**config.mk**
```make
export PLATFORM = sky130hd
export DESIGN_NAME = wdt_refresh_guard
export DESIGN_NICKNAME = d
export VERILOG_FILES = /design/src/rtl/wdg_refresh_pkg.sv /design/src/rtl/unlock_code_gen.sv /design/src/rtl/open_window.sv /design/src/rtl/event_flags.sv /design/src/rtl/wdt_refresh_guard.sv
export SDC_FILE = /design/constraint.sdc
export NUM_CORES = 1
export LEC_CHECK = 0
export CELL_PAD_IN_SITES_DETAIL_PLACEMENT = 0
export CELL_PAD_IN_SITES_GLOBAL_PLACEMENT = 1
export CORE_MARGIN = 2
export CORE_UTILIZATION = 36
export CTS_BUF_LIST = sky130_fd_sc_hd__clkbuf_2 sky130_fd_sc_hd__clkbuf_4 sky130_fd_sc_hd__clkbuf_8
export DETAILED_ROUTE_END_ITERATION = 8
export MAX_ROUTING_LAYER = met4
export PLACE_DENSITY = 0.79
export SYNTH_ARGS = -nofsm -noshare
export SYNTH_HDL_FRONTEND = slang
export SYNTH_SLANG_ARGS = --single-unit
```
**constraint.sdc**
```tcl
create_clock -name clk -period 2.6 [get_ports clk]
set_input_delay 0.65 -clock clk [delete_from_list [all_inputs] [get_ports clk]]
set_output_delay 0.65 -clock clk [all_outputs]
set_load 0.005 [all_outputs]
```
**src/rtl/wdg_refresh_pkg.sv**
```systemverilog
package wdg_refresh_pkg;
  typedef enum logic [1:0] {
    M_PLAIN  = 2'd0,
    M_ROTATE = 2'd1,
    M_FIXED  = 2'd2,
    M_CHAIN  = 2'd3
  } unlock_mode_e;

  localparam int unsigned DATA_W = 32;
  localparam logic [DATA_W-1:0] REFRESH_KEY = 32'h5A45524F;
endpackage

```
**src/rtl/unlock_code_gen.sv**
```systemverilog
module unlock_code_gen
  import wdg_refresh_pkg::*;
#(
  parameter int unsigned PW_W = 16,
  parameter logic [PW_W-1:0] FIXED_KEY = 16'h55AA
) (
  input  logic            clk,
  input  logic            rst_n,
  input  logic [PW_W-1:0] cfg_pw,
  input  unlock_mode_e    mode,
  input  logic            commit,
  output logic [PW_W-1:0] expect_word
);
  logic [PW_W-1:0] last_q, last_d;
  logic            seeded_q, seeded_d;
  logic [PW_W-1:0] base;

  assign base = seeded_q ? last_q : cfg_pw;

  always_comb begin
    unique case (mode)
      M_PLAIN:  expect_word = cfg_pw;
      M_ROTATE: expect_word = {cfg_pw[PW_W-2:0], cfg_pw[PW_W-1]};
      M_FIXED:  expect_word = FIXED_KEY;
      default:  expect_word = {base[PW_W-2:0], base[PW_W-1] ^ cfg_pw[0]};
    endcase
  end

  always_comb begin
    last_d   = last_q;
    seeded_d = seeded_q;
    if (commit) begin
      last_d   = expect_word;
      seeded_d = 1'b1;
    end
  end

  always_ff @(posedge clk or negedge rst_n) begin
    if (!rst_n) begin
      last_q   <= '0;
      seeded_q <= 1'b0;
    end else begin
      last_q   <= last_d;
      seeded_q <= seeded_d;
    end
  end

  // the chain value holds unless an accepted chained unlock occurs
  a_r5_chain_holds: assert property (@(posedge clk) disable iff (!rst_n)
    (!commit && seeded_q) |=> $stable(last_q));
endmodule

```
**src/rtl/open_window.sv**
```systemverilog
module open_window #(
  parameter int unsigned CNT_W = 16
) (
  input  logic             clk,
  input  logic             rst_n,
  input  logic             load,
  input  logic [CNT_W-1:0] load_val,
  input  logic             close,
  output logic             open
);
  logic [CNT_W-1:0] remain_q, remain_d;

  always_comb begin
    remain_d = remain_q;
    if (load)                remain_d = load_val;
    else if (close)          remain_d = '0;
    else if (remain_q != '0) remain_d = remain_q - 1'b1;
  end

  always_ff @(posedge clk or negedge rst_n) begin
    if (!rst_n) remain_q <= '0;
    else        remain_q <= remain_d;
  end

  assign open = (remain_q != '0);

  // an open gate counts down by one each idle cycle
  a_r10_countdown: assert property (@(posedge clk) disable iff (!rst_n)
    (open && !load && !close) |=> (remain_q == $past(remain_q) - 1'b1));
  // a closed gate stays closed without a load
  a_r10_stay_closed: assert property (@(posedge clk) disable iff (!rst_n)
    (!open && !load) |=> !open);
endmodule

```
**src/rtl/event_flags.sv**
```systemverilog
module event_flags (
  input  logic       clk,
  input  logic       rst_n,
  input  logic       set_fail,
  input  logic       set_viol,
  input  logic [1:0] clr,
  output logic       fail_flag,
  output logic       viol_flag
);
  logic fail_q, fail_d, viol_q, viol_d;

  always_comb begin
    fail_d = set_fail | (fail_q & ~clr[1]);
    viol_d = set_viol | (viol_q & ~clr[0]);
  end

  always_ff @(posedge clk or negedge rst_n) begin
    if (!rst_n) begin
      fail_q <= 1'b0;
      viol_q <= 1'b0;
    end else begin
      fail_q <= fail_d;
      viol_q <= viol_d;
    end
  end

  assign fail_flag = fail_q;
  assign viol_flag = viol_q;

  // flags stay set until cleared by a one in their bit
  a_r11_fail_sticky: assert property (@(posedge clk) disable iff (!rst_n)
    (fail_q && !clr[1]) |=> fail_q);
  a_r11_viol_sticky: assert property (@(posedge clk) disable iff (!rst_n)
    (viol_q && !clr[0]) |=> viol_q);
endmodule

```
**src/rtl/wdt_refresh_guard.sv**
```systemverilog
module wdt_refresh_guard
  import wdg_refresh_pkg::*;
#(
  parameter int unsigned ADDR_W       = 4,
  parameter int unsigned PW_W         = 16,
  parameter int unsigned CNT_W        = 16,
  parameter logic [ADDR_W-1:0] UNLOCK_ADDR  = 4'd0,
  parameter logic [ADDR_W-1:0] REFRESH_ADDR = 4'd1,
  parameter logic [ADDR_W-1:0] STATUS_ADDR  = 4'd2
) (
  input  logic              clk,
  input  logic              rst_n,
  input  logic              wr_en,
  input  logic [ADDR_W-1:0] wr_addr,
  input  logic [31:0]       wr_data,
  input  logic [PW_W-1:0]   cfg_password,
  input  logic [1:0]        cfg_method,
  input  logic              cfg_lock_en,
  input  logic [CNT_W-1:0]  cfg_open_cycles,
  output logic              refresh_pulse,
  output logic              gate_open,
  output logic              evt_unlock_fail,
  output logic              evt_refresh_viol
);
  logic            hit_unlock, hit_refresh, hit_status;
  logic [PW_W-1:0] expect_word;
  logic            unlock_ok, unlock_bad, ref_ok, ref_bad;
  logic            key_match, may_refresh;
  logic [1:0]      clr_bits;
  logic            pulse_q, pulse_d;
  unlock_mode_e    mode;

  assign mode        = unlock_mode_e'(cfg_method);
  assign hit_unlock  = wr_en && (wr_addr == UNLOCK_ADDR);
  assign hit_refresh = wr_en && (wr_addr == REFRESH_ADDR);
  assign hit_status  = wr_en && (wr_addr == STATUS_ADDR);

  assign unlock_ok   = hit_unlock && (wr_data[PW_W-1:0] == expect_word);
  assign unlock_bad  = hit_unlock && !unlock_ok;
  assign key_match   = (wr_data == REFRESH_KEY);
  assign may_refresh = gate_open || !cfg_lock_en;
  assign ref_ok      = hit_refresh && key_match && may_refresh;
  assign ref_bad     = hit_refresh && !(key_match && may_refresh);
  assign clr_bits    = hit_status ? wr_data[1:0] : 2'b00;

  unlock_code_gen #(.PW_W(PW_W)) u_code (
    .clk         (clk),
    .rst_n       (rst_n),
    .cfg_pw      (cfg_password),
    .mode        (mode),
    .commit      (unlock_ok && (mode == M_CHAIN)),
    .expect_word (expect_word)
  );

  open_window #(.CNT_W(CNT_W)) u_window (
    .clk      (clk),
    .rst_n    (rst_n),
    .load     (unlock_ok),
    .load_val (cfg_open_cycles),
    .close    (unlock_bad || ref_ok || ref_bad),
    .open     (gate_open)
  );

  event_flags u_events (
    .clk       (clk),
    .rst_n     (rst_n),
    .set_fail  (unlock_bad),
    .set_viol  (ref_bad),
    .clr       (clr_bits),
    .fail_flag (evt_unlock_fail),
    .viol_flag (evt_refresh_viol)
  );

  always_comb pulse_d = ref_ok;

  always_ff @(posedge clk or negedge rst_n) begin
    if (!rst_n) pulse_q <= 1'b0;
    else        pulse_q <= pulse_d;
  end

  assign refresh_pulse = pulse_q;

  // an accepted refresh leaves the gate closed
  a_r6_pulse_closes: assert property (@(posedge clk) disable iff (!rst_n)
    refresh_pulse |-> !gate_open);
  // under locking, a pulse requires the gate to have been open
  a_r8_locked_needs_gate: assert property (@(posedge clk) disable iff (!rst_n)
    (refresh_pulse && $past(cfg_lock_en)) |-> $past(gate_open));
  // foreign addresses leave flags alone and produce no pulse
  a_r12_foreign_inert: assert property (@(posedge clk) disable iff (!rst_n)
    (wr_en && !hit_unlock && !hit_refresh && !hit_status) |=>
      ($stable(evt_unlock_fail) && $stable(evt_refresh_viol) && !refresh_pulse));
endmodule

```
# Word level (Yosys, flattened, before mapping)
# Index checks and enable logic that the tools add are counted.
[classes]
n_addsub = 1
n_eq_ne = 7
mux = 6
bitwise_logic = 7
n_reduce_logical = 20
[op_table]
columns = ["operator", "count"]
rows = [
  ["two-way mux 16 bit", 4],
  ["case mux 16 bit (3 select lines)", 1],
  ["== test 32 x 31 -> 1 bit, second input constant", 1],
  ["== test 16 bit", 1],
  ["nonzero test 16 bit", 1],
  ["subtractor 16 x 1 -> 16 bit, second input constant", 1],
  ["logical AND 1 bit", 10],
  ["== test 2 bit, second input constant", 2],
  ["== test 4 x 1 -> 1 bit, second input constant", 1],
  ["== test 4 x 2 -> 1 bit, second input constant", 1],
  ["zero test 4 bit", 1],
  ["zero test 1 bit", 3],
  ["logical OR 1 bit", 3],
  ["nonzero test 3 bit", 1],
  ["bitwise AND 1 bit", 2],
  ["== test 2 x 1 -> 1 bit, second input constant", 1],
  ["zero test 2 bit", 1],
  ["two-way mux 2 bit", 1],
  ["NOT 1 bit", 2],
  ["OR 1 bit", 2],
  ["XOR 1 bit", 1],
]
[word_totals]
register_bits = 36
input_bits = 74
out_inout_bits = 4

# Longest topological paths before layout
# Gate-level depths: netlist (run 1).
[logic_depth]
depth_word = 11
ltp_mapped = 11
depth_no_buf = 9

# Modules after synthesis
# Synthesis (run 1) repeated with hierarchy kept, for this count alone.
[hier_totals]
cells_unflattened = 310
hier_area_um2 = 2850.2
[modules_own_cells]
columns = ["module", "instances", "cells_each", "area_per_inst_um2"]
rows = [
  ["unlock_code_gen", 1, 142, 1341.3],
  ["open_window", 1, 113, 1044.8],
  ["wdt_refresh_guard", 1, 49, 391.6],
  ["event_flags", 1, 6, 72.6],
]

# Least setup slack after synthesis (run 1)
# No wires, ideal clock.
[synth_timing]
path_kind = "input port to flip-flop"
start = "in cfg_method[1]"
end = "reg u_code.last_q[11]"
setup_time_ps = 125
arrival_time_ps = 2449
t_required_ps = 2475
slack_ps = 26
path_stages = 9
path_cell_list = "buf_6 -> and3_1 -> o21ai_1 -> a21oi_1 -> nand4b_1 -> nor4_4 -> nand3_4 -> buf_6 -> mux2_4"
[synth_via]
elab_chain_cells = 5
elab_cells_between_ends = 8
cone_classes = "eq/ne (4); mux (1); reduce/logical (3)"
[synth_lines]
columns = ["item", "line_no", "text"]
rows = [
  ["from (decl)", "wdt_refresh_guard.sv:17", "input logic [1:0] cfg_method,"],
  ["== test 2 bit (tied with other cells)", "unlock_code_gen.sv:21", "unique case (mode)"],
  ["case mux 16 bit (3 select lines)", "unlock_code_gen.sv:21", ""],
  ["== test 16 bit", "wdt_refresh_guard.sv:38", "assign unlock_ok = hit_unlock && (wr_data[PW_W-1:0] == expect_word);"],
  ["logical AND 1 bit", "wdt_refresh_guard.sv:38", ""],
  ["logical AND 1 bit", "wdt_refresh_guard.sv:51", ".commit (unlock_ok && (mode == M_CHAIN)),"],
  ["to (signal assigned)", "unlock_code_gen.sv:43", "last_q <= last_d;"],
  ["to (decl)", "unlock_code_gen.sv:14", "logic [PW_W-1:0] last_q, last_d;"],
]
# Parallel ways exist; a longest one is shown, timed or not.
# A chain may end at the register's enable or synchronous reset.

# Worst setup path in the final report (run 1)
[layout_timing]
start = "in cfg_method[0]"
end = "reg u_code.last_q[15]"
# Same word-level chain as after synthesis.

==> qor.csv, run 1 <==
stage,metric,value,unit
synthesis,syn_nets,354,
pwr,p_int,1.511,mW
clock_network,worstSkewPairLatency,0.29,ns
pwr,power.switching,0.7171,mW
layout,antennaDiodeCount,0,
synthesis,yosysTopAreaCell,dfrtp_1,
global_route,grt_util_all_layers,21.87,%
setup_path,cp_max_fo,7,
timing,finalClockSkew,0.005260,ns
status,status,"complete, no violations",
global_route,grt_pass1_vias,2714,
timing,period_minus_slack,2.539,ns
synthesis,seq_area_frac_synth,34.52,%
run,drv_cap,0,
placement,place_congestion,0.8228,
layout,drive_above_1_share,34.84,%
drt,drt_first_iter_violations,123,
pwr,combPwrFrac,43.0,%
layout,syn_to_final_growth,70.90,%
clock_network,cts_hold_buf,0,
synthesis,synth-seq-cells,36,
setup_path,crit_path_top_delay_cell,mux2_4,
floorplanning,io_pins,78,
clock_network,cts_made_buffers,5,
timing,worstMarginPinSlew,0.4988,ns
setup_path,worstSetupPathType,primary input to flop,
pwr,p_clk_share,22.5,%
synthesis,synth_cells,279,
setup_path,startpoint_type,primary input,
pwr,seqPwrFrac,34.4,%
floorplanning,dieArea,7947,µm²
synthesis,mappedNetlistArea,2610,µm²
clock_network,numClockSinks,36,
synthesis,ys.flop_type,dfrtp_1,
synthesis,yosysWarnings,0,
clock_network,cts.clk_slew.worst_paths,0.08,ns
pwr,p_leak,2.008,nW
clock_network,clk_path_buf_depth,2,
floorplanning,rows,31,
clock_network,htree_levels,2,
pwr,power_density,499.6,nW/µm²
setup_path,crit_required,2.78,ns
pwr,p_sw_share,32.18,%
timing,whs,0.5116,ns
drt,routedWlPerCell,16.16,µm
floorplanning,core_area,7137,µm²
synthesis,synth_edf_count,0,
synthesis,synth_cell_type_count,58,
drt,totalWireLength,8373,µm
synthesis,avgSynthCellArea,9.355,µm²
drt,firstDrtPassIters,4,
placement,dpl_cell_area,3815,µm²
timing,final-max-slew-violation-count,0,
setup_path,slowest_delay,0.35,ns
timing,timing.final.ws_setup,0.06100,ns
timing,max_freq,0.3939,GHz
placement,port-buffer-count,77,
floorplanning,dieWidth,89.15,µm
global_route,grt_pass1_wl,13000,µm
setup_path,path_cells,buf_6 -> buf_12 -> buf_6 -> and4_4 -> a211oi_4 -> xor2_2 -> o2111ai_2 -> nor3_4 -> nand3_4 -> mux2_4,
floorplanning,start_util,36.57,%
layout,fin_nets,493,
layout,fillers,614,
clock_network,cts_tree,yes,
setup_path,cp-end-kind,flop,
synthesis,async_reset_ff_share,100.0,%
timing,finalCritPeriodShare,97.65,%
drt,routed_via_density,5.264,
setup_path,cpMostUsedCell,buf_6,
drt,vias,2727,
floorplanning,dieHeight,89.15,µm
timing,final_hold_viol_count,0,
drt,route.detailed.drc,0,
timing,finalSetupViolCount,0,
pwr,vdd_drop_max,0.0003695,V
global_route,grt_max_degree,37,
setup_path,critPathTopFamily,simple AND/OR/NAND/NOR gates,
synthesis,synth_top_area_share,34.52,%
drt,ant_nets,0,
placement,hpwl,5548,µm
clock_network,clockRootBuffer,clkbuf_8,
setup_path,crit_arrival,2.72,ns
timing,maxSlewHeadroom,66.75,%
hold_path,hold_path_class,flop to flop,
global_route,antenna_found_initial,0,
synthesis,synth_area_leaders,"dfrtp_1 35%, mux2_4 4.6%, o2bb2ai_1 4.4%, xor2_1 3.4%, xnor2_1 3.0%",
placement,pre_cts_ws,-0.7063,ns
global_route,grt_overflow,0,
setup_path,critical_path_buf_inv_count,3,
layout,post-route-cell-area,4461,µm²
## worst register-to-register path, stage by stage, from the launching register on
cell       delay [ns]
dfrtp_1          0.40
buf_4            0.14
buf_4            0.12
or4_1            0.52
or3_4            0.37
nor3_4           0.14
nand2_1          0.09
or3_1            0.32
xor2_1           0.15
o2bb2ai_1        0.18
## routing by layer
layer,wire [µm],part of all wire (%),vias up,track usage (%)
met5,0,0,-,-
met4,161,1.9,0,7.327
met3,358,4.3,11,2.493
met2,4165,50,66,36.57
met1,3688,44,1317,27.54
li1,-,-,1333,-
## placed cells by master, fill, tap and decap left out, drive strengths merged, types with 5 or more instances in the layout
master | synthesis | routed
and3b | 7 | 7
buf | 15 | 72
nand2 | 18 | 18
a21boi | 6 | 6
dlymetal6s2s | 0 | 12
nand3 | 7 | 8
nor3 | 5 | 5
o2bb2ai | 13 | 13
and4 | 5 | 5
a21oi | 12 | 12
inv | 5 | 5
xnor2 | 9 | 9
mux2 | 11 | 11
clkbuf | 2 | 7
a31oi | 12 | 12
o21a | 6 | 6
dfrtp | 36 | 36
clkdlybuf4s50 | 0 | 59
or3 | 11 | 11
xor2 | 10 | 10
nor2 | 20 | 20
nor3b | 6 | 6
o21ai | 14 | 14
## flip-flops by register name (all words and copies together) (netlist names)
signal	flops
u_code.seeded_q	1
u_events.fail_flag	1
refresh_pulse	1
u_code.last_q	16
u_window.remain_q	16
u_events.viol_flag	1
## repair_timing
action                     CTS  global route
resized for setup           60            40
gates cloned                 3             2
setup endpoints to repair   35            33
buffers inserted             9             9
pin swaps                   21            32
## power groups by stage
stage / Sequential, mW / Clock [mW] / Combinational (mW)
after floorplan: 0.751 / 0 / 0.396
after global placement: 0.751 / 0 / 0.747
after detailed placement: 0.754 / 0 / 0.766
after CTS: 0.755 / 0.509 / 0.912
after global routing: 0.785 / 0.527 / 1.05
final: 0.768 / 0.502 / 0.959
## Yosys cell counts, types with 3 or more instances
master / n
xor2_1: 10
nor3b_1: 6
and4_1: 5
xnor2_1: 9
nand3_1: 6
nor3_1: 4
o2bb2ai_1: 13
a21oi_1: 12
dfrtp_1: 36
o21a_1: 6
mux2_4: 8
and3_1: 4
a21boi_0: 4
nor4b_1: 3
nand2_1: 18
nor2_1: 20
nand4_1: 4
buf_2: 8
inv_1: 5
nor4bb_1: 3
a31oi_1: 12
or3_1: 11
and3b_1: 7
nand2b_1: 4
o21ai_0: 12
buf_6: 4
mux2_2: 3
## stage by stage
stage	setup TNS, ns	utilization, %	instances	total power [mW]
floorplan	0	-	279	1.147
global placement	-21.25	53.45	487	1.497
detailed placement	-22.34	53.45	487	1.520
CTS	0	59.19	507	2.175
global route	-0.009774	62.50	518	2.365
finish	0	62.50	518	2.228
## logic make-up after synthesis
kind of cell / synth area share [%]
buf+inv: 4.842
mux: 6.280
simple gates: 26.32
fa+ha+maj: 0.4793
xor+xnor: 6.376
compound gates: 21.19
flops: 34.52
## worst paths after layout
kind / from / to / slack, ns / cells past startpoint
min in group asynchronous: rst_n / u_code.last_q[7] / 0.78 / 2
worst min register to register: u_events.viol_flag / u_events.viol_flag / 0.51 / 2
max in group asynchronous: rst_n / u_code.last_q[13] / 1.46 / 2
worst min-delay path: u_events.viol_flag / u_events.viol_flag / 0.51 / 2
worst max-delay path: cfg_method[0] / u_code.last_q[15] / 0.06 / 10
worst max register to register: u_window.remain_q[0] / u_window.remain_q[13] / 0.09 / 9
## cell type report
type                    count  area [µm²]  share of cell area (%)
multi-input cells         222        1846                   41.37
repair buffers            148        1460                   32.73
flip-flops and latches     36       900.9                   20.20
well taps                  99       123.9                   2.777
clock buffers               5       68.82                   1.543
clock inverters             3       42.54                  0.9537
inverters                   5       18.77                  0.4208
No activity file was read; power rests on OpenSTA's default activity.
==> run 2: changes to the inputs <==
Settings changed: CAP_MARGIN set to 5.
==> results of run 2 <==
The final DEF is identical to that of run 1; final timing and power are the same.
==> run 3: changes to the inputs <==
Settings changed: SLEW_MARGIN set to 25.
==> results of run 3 <==
The final DEF is identical to that of run 1; final timing and power are the same.
